==> config.mk <==
export PLATFORM = sky130hd
export DESIGN_NAME = ums_seq
export DESIGN_NICKNAME = d
export VERILOG_FILES = /design/src/rtl/ums_pkg.sv /design/src/rtl/ums_lane_net.sv /design/src/rtl/ums_wrap_inc.sv /design/src/rtl/ums_seq_ctrl.sv /design/src/rtl/ums_seq.sv
export SDC_FILE = /design/constraint.sdc
export NUM_CORES = 1
export LEC_CHECK = 0
export ABC_AREA = 1
export BUFFER_PORTS_ARGS = -buffer_cell sky130_fd_sc_hd__buf_2
export CORE_ASPECT_RATIO = 1.25
export CORE_MARGIN = 2
export CORE_UTILIZATION = 45
export CTS_BUF_LIST = sky130_fd_sc_hd__clkbuf_8
export DETAILED_ROUTE_END_ITERATION = 6
export PLACE_DENSITY = 0.69
export SYNTH_ARGS = -nofsm -noshare
export SYNTH_HDL_FRONTEND = slang
export SYNTH_SLANG_ARGS = --single-unit
==> constraint.sdc <==
create_clock -name clk -period 2.3 [get_ports clk]
set_input_delay 0.115 -clock clk [delete_from_list [all_inputs] [get_ports clk]]
set_output_delay 0.115 -clock clk [all_outputs]
set_load 0.01 [all_outputs]
==> src/rtl/ums_pkg.sv <==
package ums_pkg;

   typedef enum logic [2:0] {
      OP_RD_WORD  = 3'd0,
      OP_WR_WORD  = 3'd1,
      OP_RD_BYTE  = 3'd2,
      OP_WR_BYTE  = 3'd3,
      OP_RD_SPLIT = 3'd4,
      OP_WR_SPLIT = 3'd5
   } op_e;

   typedef struct packed {
      logic trouble;   // lane network cannot serve the access alone
      logic lo_src;    // result low lane takes memory lane 1 when set
      logic hi_zero;   // result high lane forced to zero when set
   } steer_t;

   // Steering function: access kind (word when set) and byte-select bit.
   function automatic steer_t steer_of(input logic is_word, input logic bsel);
      steer_t s;
      s.trouble = is_word & bsel;
      s.lo_src  = ~is_word & bsel;
      s.hi_zero = ~is_word;
      return s;
   endfunction

   function automatic op_e classify(input logic wr, input logic is_word,
                                    input logic trouble);
      op_e o;
      if (is_word) begin
         if (trouble) o = wr ? OP_WR_SPLIT : OP_RD_SPLIT;
         else         o = wr ? OP_WR_WORD  : OP_RD_WORD;
      end else begin
         o = wr ? OP_WR_BYTE : OP_RD_BYTE;
      end
      return o;
   endfunction

   function automatic logic [1:0] final_step(input op_e o);
      logic [1:0] s;
      case (o)
         OP_WR_BYTE, OP_RD_SPLIT: s = 2'd1;
         OP_WR_SPLIT:             s = 2'd3;
         default:                 s = 2'd0;
      endcase
      return s;
   endfunction

   function automatic logic is_rmw(input op_e o);
      return (o == OP_WR_BYTE) || (o == OP_WR_SPLIT);
   endfunction

endpackage

==> src/rtl/ums_lane_net.sv <==
module ums_lane_net #(
   parameter int BW = 8
) (
   input  logic [2*BW-1:0] rd_word,
   input  logic            lo_src,
   input  logic            hi_zero,
   input  logic [BW-1:0]   ins_byte,
   input  logic            ins_lane,
   output logic [2*BW-1:0] steered,
   output logic [2*BW-1:0] merged,
   output logic [BW-1:0]   lane_lo,
   output logic [BW-1:0]   lane_hi
);
   localparam int LANES = 2;

   logic [BW-1:0] lane [LANES];

   for (genvar g = 0; g < LANES; g++) begin : g_lane
      assign lane[g] = rd_word[g*BW +: BW];
      assign merged[g*BW +: BW] = (ins_lane == 1'(g)) ? ins_byte : lane[g];
   end

   assign lane_lo = lane[0];
   assign lane_hi = lane[1];
   assign steered = {(hi_zero ? {BW{1'b0}} : lane[1]), lane[lo_src]};

endmodule

==> src/rtl/ums_wrap_inc.sv <==
module ums_wrap_inc #(
   parameter int WA_W      = 7,
   parameter int MEM_WORDS = 128
) (
   input  logic [WA_W-1:0] cur,
   output logic [WA_W-1:0] nxt
);
   localparam int SPAN = 1 << WA_W;

   if (MEM_WORDS == SPAN) begin : g_rollover
      assign nxt = cur + 1'b1;
   end else begin : g_compare
      localparam logic [WA_W-1:0] TOP = WA_W'(MEM_WORDS - 1);
      assign nxt = (cur == TOP) ? '0 : cur + 1'b1;
   end

endmodule

==> src/rtl/ums_seq_ctrl.sv <==
module ums_seq_ctrl
   import ums_pkg::*;
#(
   parameter int BW   = 8,
   parameter int WA_W = 7
) (
   input  logic            clk,
   input  logic            rst_n,
   input  logic            req_valid,
   output logic            req_ready,
   input  logic            req_write,
   input  logic            req_word,
   input  logic [WA_W:0]   req_addr,
   input  logic [2*BW-1:0] req_wdata,
   output logic            rsp_done,
   output logic [2*BW-1:0] rsp_rdata,
   output logic [WA_W-1:0] mem_addr,
   output logic            mem_we,
   output logic [2*BW-1:0] mem_wdata,
   input  logic [WA_W-1:0] wa_next,
   output logic [WA_W-1:0] wa_cur,
   output logic            net_lo_src,
   output logic            net_hi_zero,
   output logic [BW-1:0]   net_ins_byte,
   output logic            net_ins_lane,
   input  logic [2*BW-1:0] net_steered,
   input  logic [2*BW-1:0] net_merged,
   input  logic [BW-1:0]   net_lane_lo,
   input  logic [BW-1:0]   net_lane_hi,
   output logic            busy,
   output op_e             op_cur
);
   localparam int DW = 2 * BW;

   logic            busy_q;
   logic [1:0]      step_q;
   op_e             op_q;
   logic [WA_W-1:0] wa_q;
   logic            bsel_q;
   logic            lo_src_q;
   logic            hi_zero_q;
   logic [DW-1:0]   wdata_q;
   logic [DW-1:0]   mbuf_q;
   logic [DW-1:0]   rdata_q;
   logic [BW-1:0]   acc_lo_q;
   logic            done_q;

   steer_t          in_steer;
   op_e             in_op;
   logic            last;
   logic            accept;
   logic            use_next;
   logic            rmw_rd;
   logic [DW-1:0]   rd_final;

   always_comb begin
      in_steer = steer_of(req_word, req_addr[0]);
      in_op    = classify(req_write, req_word, in_steer.trouble);
      last     = busy_q && (step_q == final_step(op_q));
      accept   = req_valid && req_ready;
      use_next = ((op_q == OP_RD_SPLIT) && (step_q == 2'd1)) ||
                 ((op_q == OP_WR_SPLIT) && step_q[1]);
      rmw_rd   = busy_q && is_rmw(op_q) && !step_q[0];
   end

   // lane insert control for read-modify-write
   always_comb begin
      if (op_q == OP_WR_SPLIT) begin
         net_ins_byte = step_q[1] ? wdata_q[DW-1:BW] : wdata_q[BW-1:0];
         net_ins_lane = ~step_q[1];
      end else begin
         net_ins_byte = wdata_q[BW-1:0];
         net_ins_lane = bsel_q;
      end
   end

   always_comb begin
      case (op_q)
         OP_RD_SPLIT:            rd_final = {net_lane_lo, acc_lo_q};
         OP_RD_WORD, OP_RD_BYTE: rd_final = net_steered;
         default:                rd_final = '0;
      endcase
   end

   assign req_ready   = !busy_q || last;
   assign mem_addr    = use_next ? wa_next : wa_q;
   assign mem_we      = busy_q && ((op_q == OP_WR_WORD) ||
                                   (is_rmw(op_q) && step_q[0]));
   assign mem_wdata   = (op_q == OP_WR_WORD) ? wdata_q : mbuf_q;
   assign wa_cur      = wa_q;
   assign net_lo_src  = lo_src_q;
   assign net_hi_zero = hi_zero_q;
   assign rsp_done    = done_q;
   assign rsp_rdata   = rdata_q;
   assign busy        = busy_q;
   assign op_cur      = op_q;

   always_ff @(posedge clk) begin
      if (!rst_n) begin
         busy_q    <= 1'b0;
         step_q    <= 2'd0;
         op_q      <= OP_RD_WORD;
         wa_q      <= '0;
         bsel_q    <= 1'b0;
         lo_src_q  <= 1'b0;
         hi_zero_q <= 1'b0;
         wdata_q   <= '0;
         mbuf_q    <= '0;
         rdata_q   <= '0;
         acc_lo_q  <= '0;
         done_q    <= 1'b0;
      end else begin
         done_q <= last;
         if (last) rdata_q <= rd_final;
         if (rmw_rd) mbuf_q <= net_merged;
         if (busy_q && (op_q == OP_RD_SPLIT) && (step_q == 2'd0))
            acc_lo_q <= net_lane_hi;
         if (accept) begin
            busy_q    <= 1'b1;
            step_q    <= 2'd0;
            op_q      <= in_op;
            wa_q      <= req_addr[WA_W:1];
            bsel_q    <= req_addr[0];
            lo_src_q  <= in_steer.lo_src;
            hi_zero_q <= in_steer.hi_zero;
            wdata_q   <= req_wdata;
         end else if (last) begin
            busy_q <= 1'b0;
            step_q <= 2'd0;
         end else if (busy_q) begin
            step_q <= step_q + 2'd1;
         end
      end
   end

endmodule

==> src/rtl/ums_seq.sv <==
module ums_seq
   import ums_pkg::*;
#(
   parameter int BYTE_W    = 8,
   parameter int ADDR_W    = 8,
   parameter int MEM_WORDS = 2 ** (ADDR_W - 1)
) (
   input  logic                  clk,
   input  logic                  rst_n,
   input  logic                  req_valid,
   output logic                  req_ready,
   input  logic                  req_write,
   input  logic                  req_word,
   input  logic [ADDR_W-1:0]     req_addr,
   input  logic [2*BYTE_W-1:0]   req_wdata,
   output logic                  rsp_done,
   output logic [2*BYTE_W-1:0]   rsp_rdata,
   output logic [ADDR_W-2:0]     mem_addr,
   output logic                  mem_we,
   output logic [2*BYTE_W-1:0]   mem_wdata,
   input  logic [2*BYTE_W-1:0]   mem_rdata
);
   localparam int DW   = 2 * BYTE_W;
   localparam int WA_W = ADDR_W - 1;

   if (BYTE_W < 1) begin : g_bad_byte
      $error("BYTE_W must be at least 1");
   end
   if (ADDR_W < 2) begin : g_bad_addr
      $error("ADDR_W must be at least 2");
   end
   if ((MEM_WORDS < 2) || (MEM_WORDS > (1 << WA_W))) begin : g_bad_depth
      $error("MEM_WORDS must lie in 2 .. 2**(ADDR_W-1)");
   end

   logic [WA_W-1:0] wa_cur;
   logic [WA_W-1:0] wa_next;
   logic            net_lo_src;
   logic            net_hi_zero;
   logic [BYTE_W-1:0] net_ins_byte;
   logic            net_ins_lane;
   logic [DW-1:0]   net_steered;
   logic [DW-1:0]   net_merged;
   logic [BYTE_W-1:0] net_lane_lo;
   logic [BYTE_W-1:0] net_lane_hi;
   logic            ctl_busy;
   op_e             ctl_op;

   ums_wrap_inc #(
      .WA_W      (WA_W),
      .MEM_WORDS (MEM_WORDS)
   ) u_wrap (
      .cur (wa_cur),
      .nxt (wa_next)
   );

   ums_lane_net #(
      .BW (BYTE_W)
   ) u_net (
      .rd_word  (mem_rdata),
      .lo_src   (net_lo_src),
      .hi_zero  (net_hi_zero),
      .ins_byte (net_ins_byte),
      .ins_lane (net_ins_lane),
      .steered  (net_steered),
      .merged   (net_merged),
      .lane_lo  (net_lane_lo),
      .lane_hi  (net_lane_hi)
   );

   ums_seq_ctrl #(
      .BW   (BYTE_W),
      .WA_W (WA_W)
   ) u_ctrl (
      .clk          (clk),
      .rst_n        (rst_n),
      .req_valid    (req_valid),
      .req_ready    (req_ready),
      .req_write    (req_write),
      .req_word     (req_word),
      .req_addr     (req_addr),
      .req_wdata    (req_wdata),
      .rsp_done     (rsp_done),
      .rsp_rdata    (rsp_rdata),
      .mem_addr     (mem_addr),
      .mem_we       (mem_we),
      .mem_wdata    (mem_wdata),
      .wa_next      (wa_next),
      .wa_cur       (wa_cur),
      .net_lo_src   (net_lo_src),
      .net_hi_zero  (net_hi_zero),
      .net_ins_byte (net_ins_byte),
      .net_ins_lane (net_ins_lane),
      .net_steered  (net_steered),
      .net_merged   (net_merged),
      .net_lane_lo  (net_lane_lo),
      .net_lane_hi  (net_lane_hi),
      .busy         (ctl_busy),
      .op_cur       (ctl_op)
   );

endmodule

# After elaboration in Yosys (flattened, before gate mapping)

Cells that the tools add are included.

$add $sub $neg: 2
$lt $le $gt $ge: 1
Eq/ne operators: 7
Multiplexer cells: 20
Bitwise logic cells: 6
Reduce and logical (&&, ||, !) cells: 22

Operators with widths:

| operator              | count |
|---|---|
| $mux W8               | 8 |
| $pmux W16 S2          | 1 |
| $mux W16              | 1 |
| $logic_and A1 B1 Y1   | 10 |
| $add A7 B1 Y7 const B | 1 |
| $mux W7               | 1 |
| $eq A3 B2 Y1 const B  | 2 |
| $eq A3 B3 Y1 const B  | 2 |
| $mux W1               | 6 |
| $mux W3               | 2 |
| $logic_or A1 B1 Y1    | 4 |
| $pmux W2 S2           | 1 |
| $reduce_or A2 Y1      | 2 |
| $eq A3 B1 Y1 const B  | 1 |
| $logic_not A3 Y1      | 1 |
| $not A1 Y1            | 3 |
| $reduce_or A3 Y1      | 1 |
| $add A2 B1 Y2 const B | 1 |
| $and A1 B1 Y1         | 2 |
| $eq A2 B1 Y1 const B  | 1 |
| $eq A2 B2 Y1          | 1 |
| $ge A2 B2 Y1 const B  | 1 |
| $logic_not A1 Y1      | 2 |
| $logic_not A2 Y1      | 1 |
| other kinds (2)       | 2 |

Bits in registers: 73
Input bits: 45
Output and inout bits: 42
Word-level logic and storage cells: 70

# Depth between registers and ports, before layout

Word-level depth: 8
Gate-level depth with buffers: 12

# Cells and area by module

Synthesis repeated with hierarchy kept, for this count alone.

Cells, all modules: 569
Area, all modules: 3923.8 µm²

By module, submodules not included:

| module       | instances | cells an instance | area each (µm²) | sequential area each (µm²) |
|---|---|---|---|---|
| ums_seq_ctrl | 1         | 436               | 3228.1          | 1441.4 |
| ums_lane_net | 1         | 111               | 566.8           | 0.0 |
| ums_wrap_inc | 1         | 22                | 128.9           | 0.0 |

# Worst setup path before layout

OpenSTA, ideal clock, no wires.

Path kind: reg-to-reg
From: reg u_ctrl.op_q[1] (netlist: u_ctrl.op_cur[1])
To: reg u_ctrl.wdata_q[10]
Setup time: 0.132 ns
Arrival: 1.520 ns
Required time: 2.168 ns
Slack: 0.648 ns
Stages on the path, launching flop included: 13
Path buffers: 2
Cells stage by stage: dfxtp_1 -> inv_2 -> nand2_2 -> nor2_4 -> ha_1 -> inv_1 -> nand3_1 -> nand2_2 -> nand2_2 -> buf_6 -> buf_6 -> nand2_1 -> a21oi_1

Longest elaborated chain between the ends: 7
Elaborated cells between the ends (all ways): 9
Classes of those cells: eq/ne (4); mux (1); reduce/logical (4)

Ends and longest elaborated chain:

| what                                         | RTL line            | RTL |
|---|---|---|
| from (decl)                                  | ums_seq_ctrl.sv:37  | `op_e op_q;` |
| from (signal assigned)                       | ums_seq_ctrl.sv:121 | `op_q <= in_op;` |
| $eq A3 B2 Y1 or $eq A3 B3 Y1 (tied branches) | ums_pkg.sv:41       | `case (o)` |
| $reduce_or A2 Y1                             | ums_pkg.sv:41       |  |
| $pmux W2 S2 *                                | ums_pkg.sv:41       |  |
| $eq A2 B2 Y1 *                               | ums_seq_ctrl.sv:59  | `last = busy_q && (step_q == final_step(op_q));` |
| $logic_and A1 B1 Y1 *                        | ums_seq_ctrl.sv:59  |  |
| $logic_or A1 B1 Y1 *                         | ums_seq_ctrl.sv:85  | `assign req_ready = !busy_q \|\| last;` |
| $logic_and A1 B1 Y1 *                        | ums_seq_ctrl.sv:60  | `accept = req_valid && req_ready;` |
| to (signal assigned)                         | ums_seq_ctrl.sv:126 | `wdata_q <= req_wdata;` |
| to (decl)                                    | ums_seq_ctrl.sv:42  | `logic [DW-1:0] wdata_q;` |

Every way passes the cells marked *; elsewhere a longest branch is shown, timed or not.
A chain may end at the register's enable or synchronous reset.

# Worst setup path after layout

From: reg u_ctrl.op_q[0] (netlist: u_ctrl.op_cur[0])
To: out mem_addr[6]

Longest elaborated chain between the ends: 4
Elaborated cells between the ends (all ways): 6
Classes of those cells: eq/ne (2); mux (1); reduce/logical (3)

Ends and longest elaborated chain:

| what                                   | RTL line                               | RTL |
|---|---|---|
| $eq A3 B3 Y1 (on tied branches)        | ums_seq_ctrl.sv:61, ums_seq_ctrl.sv:62 |  |
| $logic_and A1 B1 Y1 (on tied branches) | ums_seq_ctrl.sv:61, ums_seq_ctrl.sv:62 |  |
| $logic_or A1 B1 Y1 *                   | ums_seq_ctrl.sv:61                     | `use_next = ((op_q == OP_RD_SPLIT) && (step_q == 2'd1)) \|\|` |
| $mux W7 *                              | ums_seq_ctrl.sv:86                     | `assign mem_addr = use_next ? wa_next : wa_q;` |
| to (decl)                              | ums_seq.sv:18                          | `output logic [ADDR_W-2:0] mem_addr,` |

Marks and branches as above.

==> run summary <==
status: complete, no violations
clock slew seen by the registers of the worst setup and hold paths: 0.08 ns
worst vdd ir: 0.5446 mV
row count: 36
PortBufs: 86
Design Area, Final: 0.004342 mm²
Slew @ Worst Pin: 0.7611 ns
Detailed Place HPWL: 6.771 mm
# H-tree levels: 3
final setup violation count: 0
Nets: 660
clk root buf: clkbuf_8
startpoint types: flip-flop
CTS Buf Count: 9
synth warn: 0
Core Region: 0.007838 mm²
flops & latches, synth: 72
via count: 3655
Data arrival, critical path: 1.96 ns
setup TNS: 0 ns
vias in the first global route: 3397
Max Freq: 0.4818 GHz
CP max FO: 7
Worst Setup Path Type: reg2out
synthesized area per cell: 6.799 µm²
leakage: 2.137 nW
Area contributors post-synth: dfxtp_1, nand2_1, o21ai_0
GRT overflow: 0
I/O Pins: 87
final wirelength: 9.326 mm
final hold slack: 0.01921 ns
CTS sink cnt: 72
CP max-delay cell: dfxtp_1
antenna viol nets, final: 0
share of cells above drive strength 1: 0.2146
DRC viols: 0
fin crit period: 2.075 ns
HP Class: in2reg
Final Cycle Share: 0.9023
Power Dens Cells: 682.0 mW/mm²
largest net degree at the start of global routing: 33
Final Hold Fails: 0
clock skew: 0.009285 ns
post-synthesis cell area: 0.003665 mm²
Netlist cell types: 31
Die Ht: 104.9 µm
drt pass-1 iters: 5
Synth area leader: dfxtp_1
die boundary width: 84.72 µm
full die area: 0.008886 mm²
RSZ-0062 raised after global routing: false
DR vias/cell: 5.148
total track usage: 0.2166
Rel. slew slack: 0.4907
Worst Hold Path Cells: 3
Final Core Density: 0.5540
Iter 0 DRT Violations: 229
worst-skew pair later-pin latency: 0.36 ns
Slew Viols, Final: 0
post-synthesis sequential area ratio: 0.3933
top-area cell type share of the netlist area: 0.3933
RePlAce Congestion: 0.9369
cell repeated most along the worst path: nand2_1
routed len/inst: 13.14 µm
P&R area growth vs syn: 18.47%
Placement Cell Area: 0.004095 mm²
crit-path cells: nand2_2 > nor2_4 > ha_1 > inv_1 > nand2_2 > nand2_1 > nor3b_1 > nand2_1 > nand2_1 > buf_2
first-pass GRT wire length: 15.78 mm
CTS tree: done
Cells after Synth: 539
Crit path required time: 2.18 ns
antenna fix cells: 0
post-CTS setup buffers: 0
Mapped Nets: 588
Starting Density: 0.4676
clock tree buffer depth: 2
CP endpoint kind: output port
r2r worst-path depth: 9
CP peak stage delay: 0.47 ns
initial antenna violation count: 0
Max Cap Viol: 0
## registers in the layout (all words and copies together), names as in the netlist
register,cells
u_ctrl.acc_lo_q,8
u_ctrl.bsel_q,1
u_ctrl.busy,1
u_ctrl.mbuf_q,16
u_ctrl.net_lo_src,1
u_ctrl.op_cur,3
u_ctrl.rsp_done,1
u_ctrl.rsp_rdata,16
u_ctrl.step_q,2
u_ctrl.wa_cur,7
u_ctrl.wdata_q,16
## area by class of cell
| class | count | area (µm²) |
|---|---|---|
| fill | 810 | 3496 |
| multi-input combinational | 376 | 1841 |
| sequential | 72 | 1443 |
| timing repair buffer | 91 | 467.9 |
| inverter | 61 | 231.5 |
| clock buffer | 9 | 123.9 |
| tap | 95 | 118.9 |
| clock inverter | 6 | 116.4 |
## metrics by stage
stage / power (mW) / std cells / setup WS, ns
after floorplan: 1.617 / 539 / 0.6478
after global placement: 1.736 / 695 / 0.2636
after detailed placement: 1.745 / 695 / 0.2347
after CTS: 2.975 / 710 / 0.08232
after global routing: 3.090 / 710 / 0.01293
final: 2.961 / 710 / 0.2246
## logic make-up (layout without fill, tap and decap cells)
family | count (synthesis) | after routing | synth area share
compound gates | 122 | 122 | 0.1673
xor+xnor | 6 | 6 | 0.01434
fa+ha+maj | 4 | 4 | 0.01366
buf+inv | 91 | 167 | 0.1052
flops | 72 | 72 | 0.3933
mux | 9 | 9 | 0.02766
simple gates | 235 | 235 | 0.2786
## layer usage
| metal | part of all wire | vias up | GRT usage |
|---|---|---|---|
| li1 | - | 1875 | - |
| met1 | 0.46 | 1638 | 0.2906 |
| met2 | 0.45 | 125 | 0.3403 |
| met3 | 0.065 | 17 | 0.04660 |
| met4 | 0.019 | 0 | 0.08163 |
| met5 | 0 | - | 0 |
## report_power, final
part           total (mW)  switching (mW)  internal, mW
logic               0.368           0.226         0.142
clock network        1.24           0.518         0.724
registers            1.35          0.0477          1.30
## timing repair
| action | in CTS | in global routing |
|---|---|---|
| gates resized for setup | 0 | 3 |
| hold buffers | 0 | 0 |
| endpoints found under the setup margin | 0 | 9 |
## synthesized netlist by cell type, drive strengths merged
cell type and n:
nand2 113, o21ai 73, dfxtp 72, nor2 65, inv 61, a21oi 48
nand3 42, buf 17, clkbuf 13, mux2 9, nor3 9, xnor2 5
ha 4, nand4 3, and3 1, nand3b 1, nor3b 1, o21bai 1
xor2 1
## path summary, 6_finish.rpt
kind                            slack (ns)                               from                           endpoint
worst max-delay path                  0.22      u_ctrl.op_cur[0]$_SDFFE_PN0P_                        mem_addr[6]
worst min-delay path                  0.02                       req_wdata[7]     u_ctrl.wdata_q[7]$_SDFFE_PN0P_
worst max register to register        0.24      u_ctrl.op_cur[0]$_SDFFE_PN0P_      u_ctrl.step_q[0]$_SDFFE_PP0P_
worst min register to register        0.44  u_ctrl.rsp_rdata[11]$_SDFFE_PN0P_  u_ctrl.rsp_rdata[11]$_SDFFE_PN0P_
## cells in the final DEF (no fill, tap or decap), types with 3 or more instances in the layout
master / synthesis / routed
nor2_1: 63 / 63
bufinv_16: 0 / 3
nand3_1: 41 / 41
a21oi_1: 48 / 48
clkbuf_8: 0 / 9
buf_2: 10 / 86
inv_1: 57 / 57
inv_2: 4 / 3
mux2_2: 9 / 9
ha_1: 4 / 4
o21ai_0: 71 / 71
xnor2_1: 5 / 5
nand2_2: 5 / 6
nand2_1: 107 / 106
dfxtp_1: 72 / 71
nor3_1: 8 / 8
buf_4: 4 / 5
## critical path: cells and delay by family (launching register included)
family                     cells  cell delay, ns
adders and majority gates      1            0.16
DFF                            1            0.47
and+or+nand+nor                7            0.82
buffers and inverters          2            0.16
Note: power is estimated with default switching activity, not from simulation.
